## src/rtl/router_pkg.sv

```systemverilog
package router_pkg;
   localparam int PCI_DEVS  = 32;
   localparam int PCI_PINS  = 4;
   localparam int PCI_WIRES = PCI_DEVS * PCI_PINS;
   localparam int LINKS     = 4;
   localparam int ISA_IRQS  = 16;
   localparam int DIRECT_BASE = 16;
   localparam int GSIS      = 48;
   localparam int GSI_W     = $clog2(GSIS);
   localparam int ROUTE_W   = $clog2(ISA_IRQS);
   localparam int DEV_W     = $clog2(PCI_DEVS);
   localparam int PIN_W     = $clog2(PCI_PINS);
   localparam int SEL_CB    = LINKS;

   typedef enum logic [1:0] {
      REQ_PCI  = 2'd0,
      REQ_ISA  = 2'd1,
      REQ_CB   = 2'd2,
      REQ_NONE = 2'd3
   } req_kind_e;

   function automatic logic [PIN_W-1:0] link_of(input logic [DEV_W-1:0] dev,
                                                input logic [PIN_W-1:0] pin);
      return dev[PIN_W-1:0] + pin;
   endfunction

   function automatic logic [GSI_W-1:0] direct_gsi_of(input logic [DEV_W-1:0] dev,
                                                      input logic [PIN_W-1:0] pin);
      logic [4:0] h;
      h = {dev[2:0], 2'b00} + {3'b000, dev[4:3]} + {3'b000, pin};
      return {1'b0, h} + GSI_W'(DIRECT_BASE);
   endfunction
endpackage

```

## src/rtl/wire_tracker.sv

```systemverilog
module wire_tracker
   import router_pkg::*;
(
   input  logic             clk,
   input  logic             rst_n,
   input  logic             req_valid,
   input  req_kind_e        req_kind,
   input  logic             req_level,
   input  logic [DEV_W-1:0] req_dev,
   input  logic [PIN_W-1:0] req_pin,
   input  logic [3:0]       req_isa,
   output logic             evt_pci,
   output logic             evt_isa,
   output logic             evt_cb,
   output logic             cb_on_q,
   output logic             cb_on_d
);
   localparam int WIDX_W = DEV_W + PIN_W;

   logic [PCI_WIRES-1:0] pci_st;
   logic [ISA_IRQS-1:0]  isa_st;
   logic                 cb_st;
   logic [WIDX_W-1:0]    widx;

   always_comb begin
      widx    = {req_dev, req_pin};
      evt_pci = req_valid && (req_kind == REQ_PCI) && (pci_st[widx] != req_level);
      evt_isa = req_valid && (req_kind == REQ_ISA) && (isa_st[req_isa] != req_level);
      evt_cb  = req_valid && (req_kind == REQ_CB)  && (cb_st != req_level);
      cb_on_q = cb_st;
      cb_on_d = evt_cb ? req_level : cb_st;
   end

   always_ff @(posedge clk) begin
      if (!rst_n) begin
         pci_st <= '0;
         isa_st <= '0;
         cb_st  <= 1'b0;
      end else begin
         if (evt_pci) pci_st[widx]    <= req_level;
         if (evt_isa) isa_st[req_isa] <= req_level;
         cb_st <= cb_on_d;
      end
   end

   assert_one_event_R6: assert property (@(posedge clk) disable iff (!rst_n)
      $onehot0({evt_pci, evt_isa, evt_cb}));
endmodule

```

## src/rtl/link_bank.sv

```systemverilog
module link_bank
   import router_pkg::*;
#(
   parameter int CNT_W = 8
)(
   input  logic                            clk,
   input  logic                            rst_n,
   input  logic                            evt_pci,
   input  logic                            evt_up,
   input  logic [DEV_W-1:0]                req_dev,
   input  logic [PIN_W-1:0]                req_pin,
   input  logic                            cfg_we,
   input  logic [2:0]                      cfg_sel,
   input  logic [ROUTE_W-1:0]              cfg_route,
   output logic [LINKS-1:0]                act_q,
   output logic [LINKS-1:0]                act_d,
   output logic [LINKS-1:0][ROUTE_W-1:0]   route_q,
   output logic [LINKS-1:0][ROUTE_W-1:0]   route_d
);
   for (genvar l = 0; l < LINKS; l++) begin : g_link
      logic [CNT_W-1:0] cnt, cnt_d;
      logic             hit;

      always_comb begin
         hit   = evt_pci && (link_of(req_dev, req_pin) == PIN_W'(l));
         cnt_d = cnt;
         if (hit) cnt_d = evt_up ? cnt + 1'b1 : cnt - 1'b1;
         act_q[l]   = (cnt != '0);
         act_d[l]   = (cnt_d != '0);
         route_d[l] = (cfg_we && cfg_sel == 3'(l)) ? cfg_route : route_q[l];
      end

      always_ff @(posedge clk) begin
         if (!rst_n) begin
            cnt        <= '0;
            route_q[l] <= '0;
         end else begin
            cnt        <= cnt_d;
            route_q[l] <= route_d[l];
         end
      end

      assert_link_no_underflow_R10: assert property (@(posedge clk) disable iff (!rst_n)
         (hit && !evt_up) |-> (cnt != '0));
      assert_link_no_overflow_R10: assert property (@(posedge clk) disable iff (!rst_n)
         (hit && evt_up) |-> (cnt != '1));
   end
endmodule

```

## src/rtl/gsi_cell.sv

```systemverilog
module gsi_cell #(
   parameter int CNT_W = 4,
   parameter int DELTA_W = 3
)(
   input  logic               clk,
   input  logic               rst_n,
   input  logic [DELTA_W-1:0] add,
   input  logic [DELTA_W-1:0] sub,
   output logic               level,
   output logic               edge_q
);
   logic [CNT_W:0]   sum;
   logic [CNT_W-1:0] cnt, cnt_d;

   always_comb begin
      sum   = {1'b0, cnt} + (CNT_W+1)'(add) - (CNT_W+1)'(sub);
      cnt_d = sum[CNT_W-1:0];
      level = (cnt != '0);
   end

   always_ff @(posedge clk) begin
      if (!rst_n) begin
         cnt    <= '0;
         edge_q <= 1'b0;
      end else begin
         cnt    <= cnt_d;
         edge_q <= (cnt == '0) && (cnt_d != '0);
      end
   end

   assert_no_wrap_R10: assert property (@(posedge clk) disable iff (!rst_n)
      ({1'b0, cnt} + (CNT_W+1)'(add)) >= (CNT_W+1)'(sub));
   assert_edge_from_zero_R7: assert property (@(posedge clk) disable iff (!rst_n)
      edge_q |-> (level && $past(cnt) == '0));
endmodule

```

## src/rtl/pci_intx_router.sv

```systemverilog
module pci_intx_router
   import router_pkg::*;
#(
   parameter int LINK_CNT_W = 8,
   parameter int GSI_CNT_W  = 4
)(
   input  logic        clk,
   input  logic        rst_n,
   input  logic        req_valid,
   input  logic [1:0]  req_kind,
   input  logic        req_level,
   input  logic [4:0]  req_dev,
   input  logic [1:0]  req_pin,
   input  logic [3:0]  req_isa,
   input  logic        cfg_we,
   input  logic [2:0]  cfg_sel,
   input  logic [5:0]  cfg_data,
   output logic [47:0] gsi_level,
   output logic [47:0] gsi_edge
);
   localparam int DELTA_W = 3;
   localparam int MAX_GSI_SHARE = PCI_PINS + LINKS + 2;

   if ((1 << LINK_CNT_W) <= PCI_DEVS) begin : g_bad_link_w
      $error("LINK_CNT_W too small for full link sharing");
   end
   if ((1 << GSI_CNT_W) <= MAX_GSI_SHARE) begin : g_bad_gsi_w
      $error("GSI_CNT_W too small for worst-case GSI sharing");
   end

   logic evt_pci, evt_isa, evt_cb, cb_on_q, cb_on_d;
   logic [LINKS-1:0] act_q, act_d;
   logic [LINKS-1:0][ROUTE_W-1:0] route_q, route_d;
   logic [GSI_W-1:0] cb_gsi_q, cb_gsi_d, dgsi;
   logic [GSIS-1:0][DELTA_W-1:0] add, sub;

   wire_tracker i_track (
      .clk, .rst_n, .req_valid,
      .req_kind(req_kind_e'(req_kind)),
      .req_level, .req_dev, .req_pin, .req_isa,
      .evt_pci, .evt_isa, .evt_cb, .cb_on_q, .cb_on_d
   );

   link_bank #(.CNT_W(LINK_CNT_W)) i_links (
      .clk, .rst_n, .evt_pci, .evt_up(req_level), .req_dev, .req_pin,
      .cfg_we, .cfg_sel, .cfg_route(cfg_data[ROUTE_W-1:0]),
      .act_q, .act_d, .route_q, .route_d
   );

   always_comb begin
      cb_gsi_d = (cfg_we && cfg_sel == 3'(SEL_CB)) ? cfg_data : cb_gsi_q;
      dgsi     = direct_gsi_of(req_dev, req_pin);
      for (int g = 0; g < GSIS; g++) begin
         add[g] = '0;
         sub[g] = '0;
         if (g != 0) begin
            for (int l = 0; l < LINKS; l++) begin
               if (act_d[l] && GSI_W'(route_d[l]) == GSI_W'(g)) add[g] = add[g] + 1'b1;
               if (act_q[l] && GSI_W'(route_q[l]) == GSI_W'(g)) sub[g] = sub[g] + 1'b1;
            end
            if (cb_on_d && cb_gsi_d == GSI_W'(g)) add[g] = add[g] + 1'b1;
            if (cb_on_q && cb_gsi_q == GSI_W'(g)) sub[g] = sub[g] + 1'b1;
         end
         if ((evt_isa && GSI_W'(req_isa) == GSI_W'(g)) || (evt_pci && dgsi == GSI_W'(g))) begin
            if (req_level) add[g] = add[g] + 1'b1;
            else           sub[g] = sub[g] + 1'b1;
         end
      end
   end

   always_ff @(posedge clk) begin
      if (!rst_n) cb_gsi_q <= '0;
      else        cb_gsi_q <= cb_gsi_d;
   end

   for (genvar g = 0; g < GSIS; g++) begin : g_gsi
      gsi_cell #(.CNT_W(GSI_CNT_W), .DELTA_W(DELTA_W)) i_cell (
         .clk, .rst_n, .add(add[g]), .sub(sub[g]),
         .level(gsi_level[g]), .edge_q(gsi_edge[g])
      );
   end

   assert_route_move_R8: assert property (@(posedge clk) disable iff (!rst_n)
      (act_q[0] && act_d[0] && route_q[0] != route_d[0] && route_d[0] != '0)
      |=> gsi_level[GSI_W'(route_q[0])]);
endmodule

```

## config.mk

```make
export PLATFORM = sky130hd
export DESIGN_NAME = pci_intx_router
export DESIGN_NICKNAME = d
export VERILOG_FILES = /design/src/rtl/router_pkg.sv /design/src/rtl/wire_tracker.sv /design/src/rtl/link_bank.sv /design/src/rtl/gsi_cell.sv /design/src/rtl/pci_intx_router.sv
export SDC_FILE = /design/constraint.sdc
export NUM_CORES = 2
export LEC_CHECK = 0
export ABC_CLOCK_PERIOD_IN_PS = 12900
export BUFFER_PORTS_ARGS = -buffer_cell sky130_fd_sc_hd__buf_2
export CORE_AREA = 2 2 262 264
export DETAILED_ROUTE_END_ITERATION = 8
export DIE_AREA = 0 0 264 266
export GPL_ROUTABILITY_DRIVEN = 0
export MAX_ROUTING_LAYER = met4
export PLACE_DENSITY_LB_ADDON = 0.05
export SLEW_MARGIN = 10
export SYNTH_ARGS = -nofsm -noshare
export SYNTH_HDL_FRONTEND = slang
export SYNTH_SLANG_ARGS = --single-unit
```

## constraint.sdc

```tcl
create_clock -name clk -period 12.9 [get_ports clk]
set_input_delay 0.645 -clock clk [delete_from_list [all_inputs] [get_ports clk]]
set_output_delay 0.645 -clock clk [all_outputs]
set_load 0.02 [all_outputs]
```

==> metrics.cfg <==
[outcome]
status = finished, final reports clean

[place]
place_worst_setup_slack_ns = 2.96
hpwl_mm = 73.4
portBuffers = 122

[sta]
min_period_ns = 9.43
slew_viol_final = 0
rsz0062_at_grt = false
maxSlewHeadroom_pct = 19.4
hold_viol = 0
max_clock_freq_mhz = 106
finalSetupTns_ns = 0
layout_worst_path_cycle_share_pct = 73.1
layout_setup_ws_ns = 3.47
setup_viol = 0
tightest_slew_ns = 1.21
skew_ns = 0.0689

[setup_path]
path_max_fanout = 46
r2r_setup_slack_ns = 4.39
crit_top_cell = ha_1
cp_slowest_cell = nand3_1
required_ns = 13.32
max_stage_delay_ns = 0.60
critPathTopFamily = simple AND/OR/NAND/NOR gates
path_class = input port to register
worst_setup_path_end_kind = register
crit_buf_inv = 4
cp.arrival_ns = 9.85
cp-start-kind = input port

[floorplanning]
die_height_um = 266
coreArea_sq_mm = 0.0677
die_area_sq_mm = 0.0702
io_pins = 123
start_util_pct = 54.1
fp.dieW_um = 264
placementRows = 96

[drt]
drt_iter0_markers = 1887
dr.pass1.iters = 5
wl_per_cell_um = 18.5
vias = 28800
ant_nets = 0
drcViolationCount = 0
routed_wl_mm = 96.7
viasPerCell = 5.52

[layout]
fin_nets = 4899
drive_above_1_share_pct = 9.07
area_growth_pct = 6.49

[logic_synthesis]
async_flop_share_pct = 0
synth-seq-area-share_pct = 24.0
netlist_instances = 4351
synth.cells.most_frequent = ha_1, dfxtp_1, inv_1, nor2_1, nand2_1
synth-warning-count = 0
avgSynthCellArea_sq_um = 8.42
synth_edf_count = 0
yosysMostFrequentCell = ha_1
synth_top_area_share_pct = 24.0
syn_nets = 4958
yosys_most_used_dff = dfxtp_1
syn-cell-area_sq_mm = 0.0366
ys_ff_latch = 439
synth.area.top_cells = dfxtp_1, ha_1, fa_1
synth_top_cell_by_area = dfxtp_1
synth.distinct_cells = 73

[grt]
grt_pass1_wl_mm = 153
grt_antenna_before_repair = 5
grt.total_usage_pct = 28.2
grt_max_degree = 178
grt.overflow.total = 0
grt_pass1_vias = 27700

[clock_network]
cts_buffer_depth = 3
worstSkewPairLatency_ns = 0.65
cts_max_level = 2
cts_buffers = 54
post-cts-setup-buffers = 0
clk_pin_slew_ns = 0.06
cts_tree = yes
cts_resized = 0
clock_sinks = 439
hold_buffers = 0
root_buffer = clkbuf_16

[power]
finalPower_uw = 3310
p_per_area_mw_per_mm2 = 84.9
vdd_drop_max_uv = 98.3
leakage_uw = 0.0175

[min_path]
hold_class = input port to register

[flow_run]
maxCapViolCount = 0

==> metrics by stage <==
stage | area [sq um] | std cells | hold WS, ns | util, %
after floorplan | 36600 | 4351 | 0.433 | -
after global placement | 37100 | 5117 | 0.448 | 54.8
after detailed placement | 37100 | 5117 | 0.447 | 54.8
after CTS | 39000 | 5215 | 0.230 | 57.5
after global routing | 39000 | 5218 | 0.274 | 57.6
final | 39000 | 5218 | 0.271 | 57.6
==> sequential cells by signal, indices dropped and copies added, names as in the netlist <==
name / count
i_track.pci_st: 128
i_track.isa_st: 16
g_gsi.i_cell.edge_q: 48
i_links.g_link.cnt: 32
cb_gsi_q: 6
i_links.route_q: 16
g_gsi.i_cell.cnt: 192
i_track.cb_on_q: 1
==> worst min-delay path: stages <==
cell and delay, ns:
buf_2 0.12, nand2_1 0.05, a21oi_1 0.05
==> final cells by class <==
cell class	count	area (sq um)
clock buffers	77	1570
fillers	6484	28700
inverters	417	1580
multi-input cells	3230	24800
diodes	2	5.00
flip-flops and latches	439	8790
repair buffers	150	848
well taps	882	1100
clock inverters	21	269
==> report_power, final <==
group          switching [uW]  internal [uW]  total [uW]
logic                     243            113         357
registers                15.0           1380        1400
clock network             646            909        1560
total                     904           2410        3310
==> metal layers <==
metal | track usage (%) | share of wire, % | up-vias
met5 | - | 0 | -
met4 | 9.84 | 3.6 | 0
met3 | 4.16 | 6.4 | 174
met2 | 45.3 | 46 | 727
met1 | 36.3 | 44 | 13500
li1 | - | - | 14400
==> path summary, 6_finish.rpt <==
path | startpoint | endpoint | depth (start not counted)
min reg2reg | i_track.isa_st[1] | i_track.isa_st[1] | 2
max | req_pin[0] | g_gsi[9].i_cell.edge_q | 34
min | cfg_data[4] | cb_gsi_q[4] | 3
max reg2reg | i_track.pci_st[121] | g_gsi[9].i_cell.edge_q | 32
==> cell usage in the layout, fill, tap and decap left out, drive strengths merged, types with 105 or more instances in the layout <==
| cell type | count |
|---|---|
| ha | 465 |
| dfxtp | 439 |
| nor2 | 417 |
| inv | 417 |
| nand2 | 302 |
| a21oi | 256 |
| xnor2 | 245 |
| and2 | 200 |
| o21ai | 155 |
| buf | 150 |
| mux2i | 142 |
| nor3 | 131 |
| or3 | 120 |
| fa | 115 |
| nand3 | 105 |
==> logic make-up (layout without fill, tap and decap cells) <==
group	after synthesis	count (layout)	share of synthesized area, %
and+or+nand+nor	1473	1473	20.0
muxes	240	240	7.15
xor gates and xnor gates	359	359	9.28
DFF	439	439	24.0
adders and majority gates	580	580	22.2
other	0	2	0
AOI/OAI and AO/OA	578	578	9.15
buffers and inverters	682	665	8.21
Power figures use the tool's default switching activity.
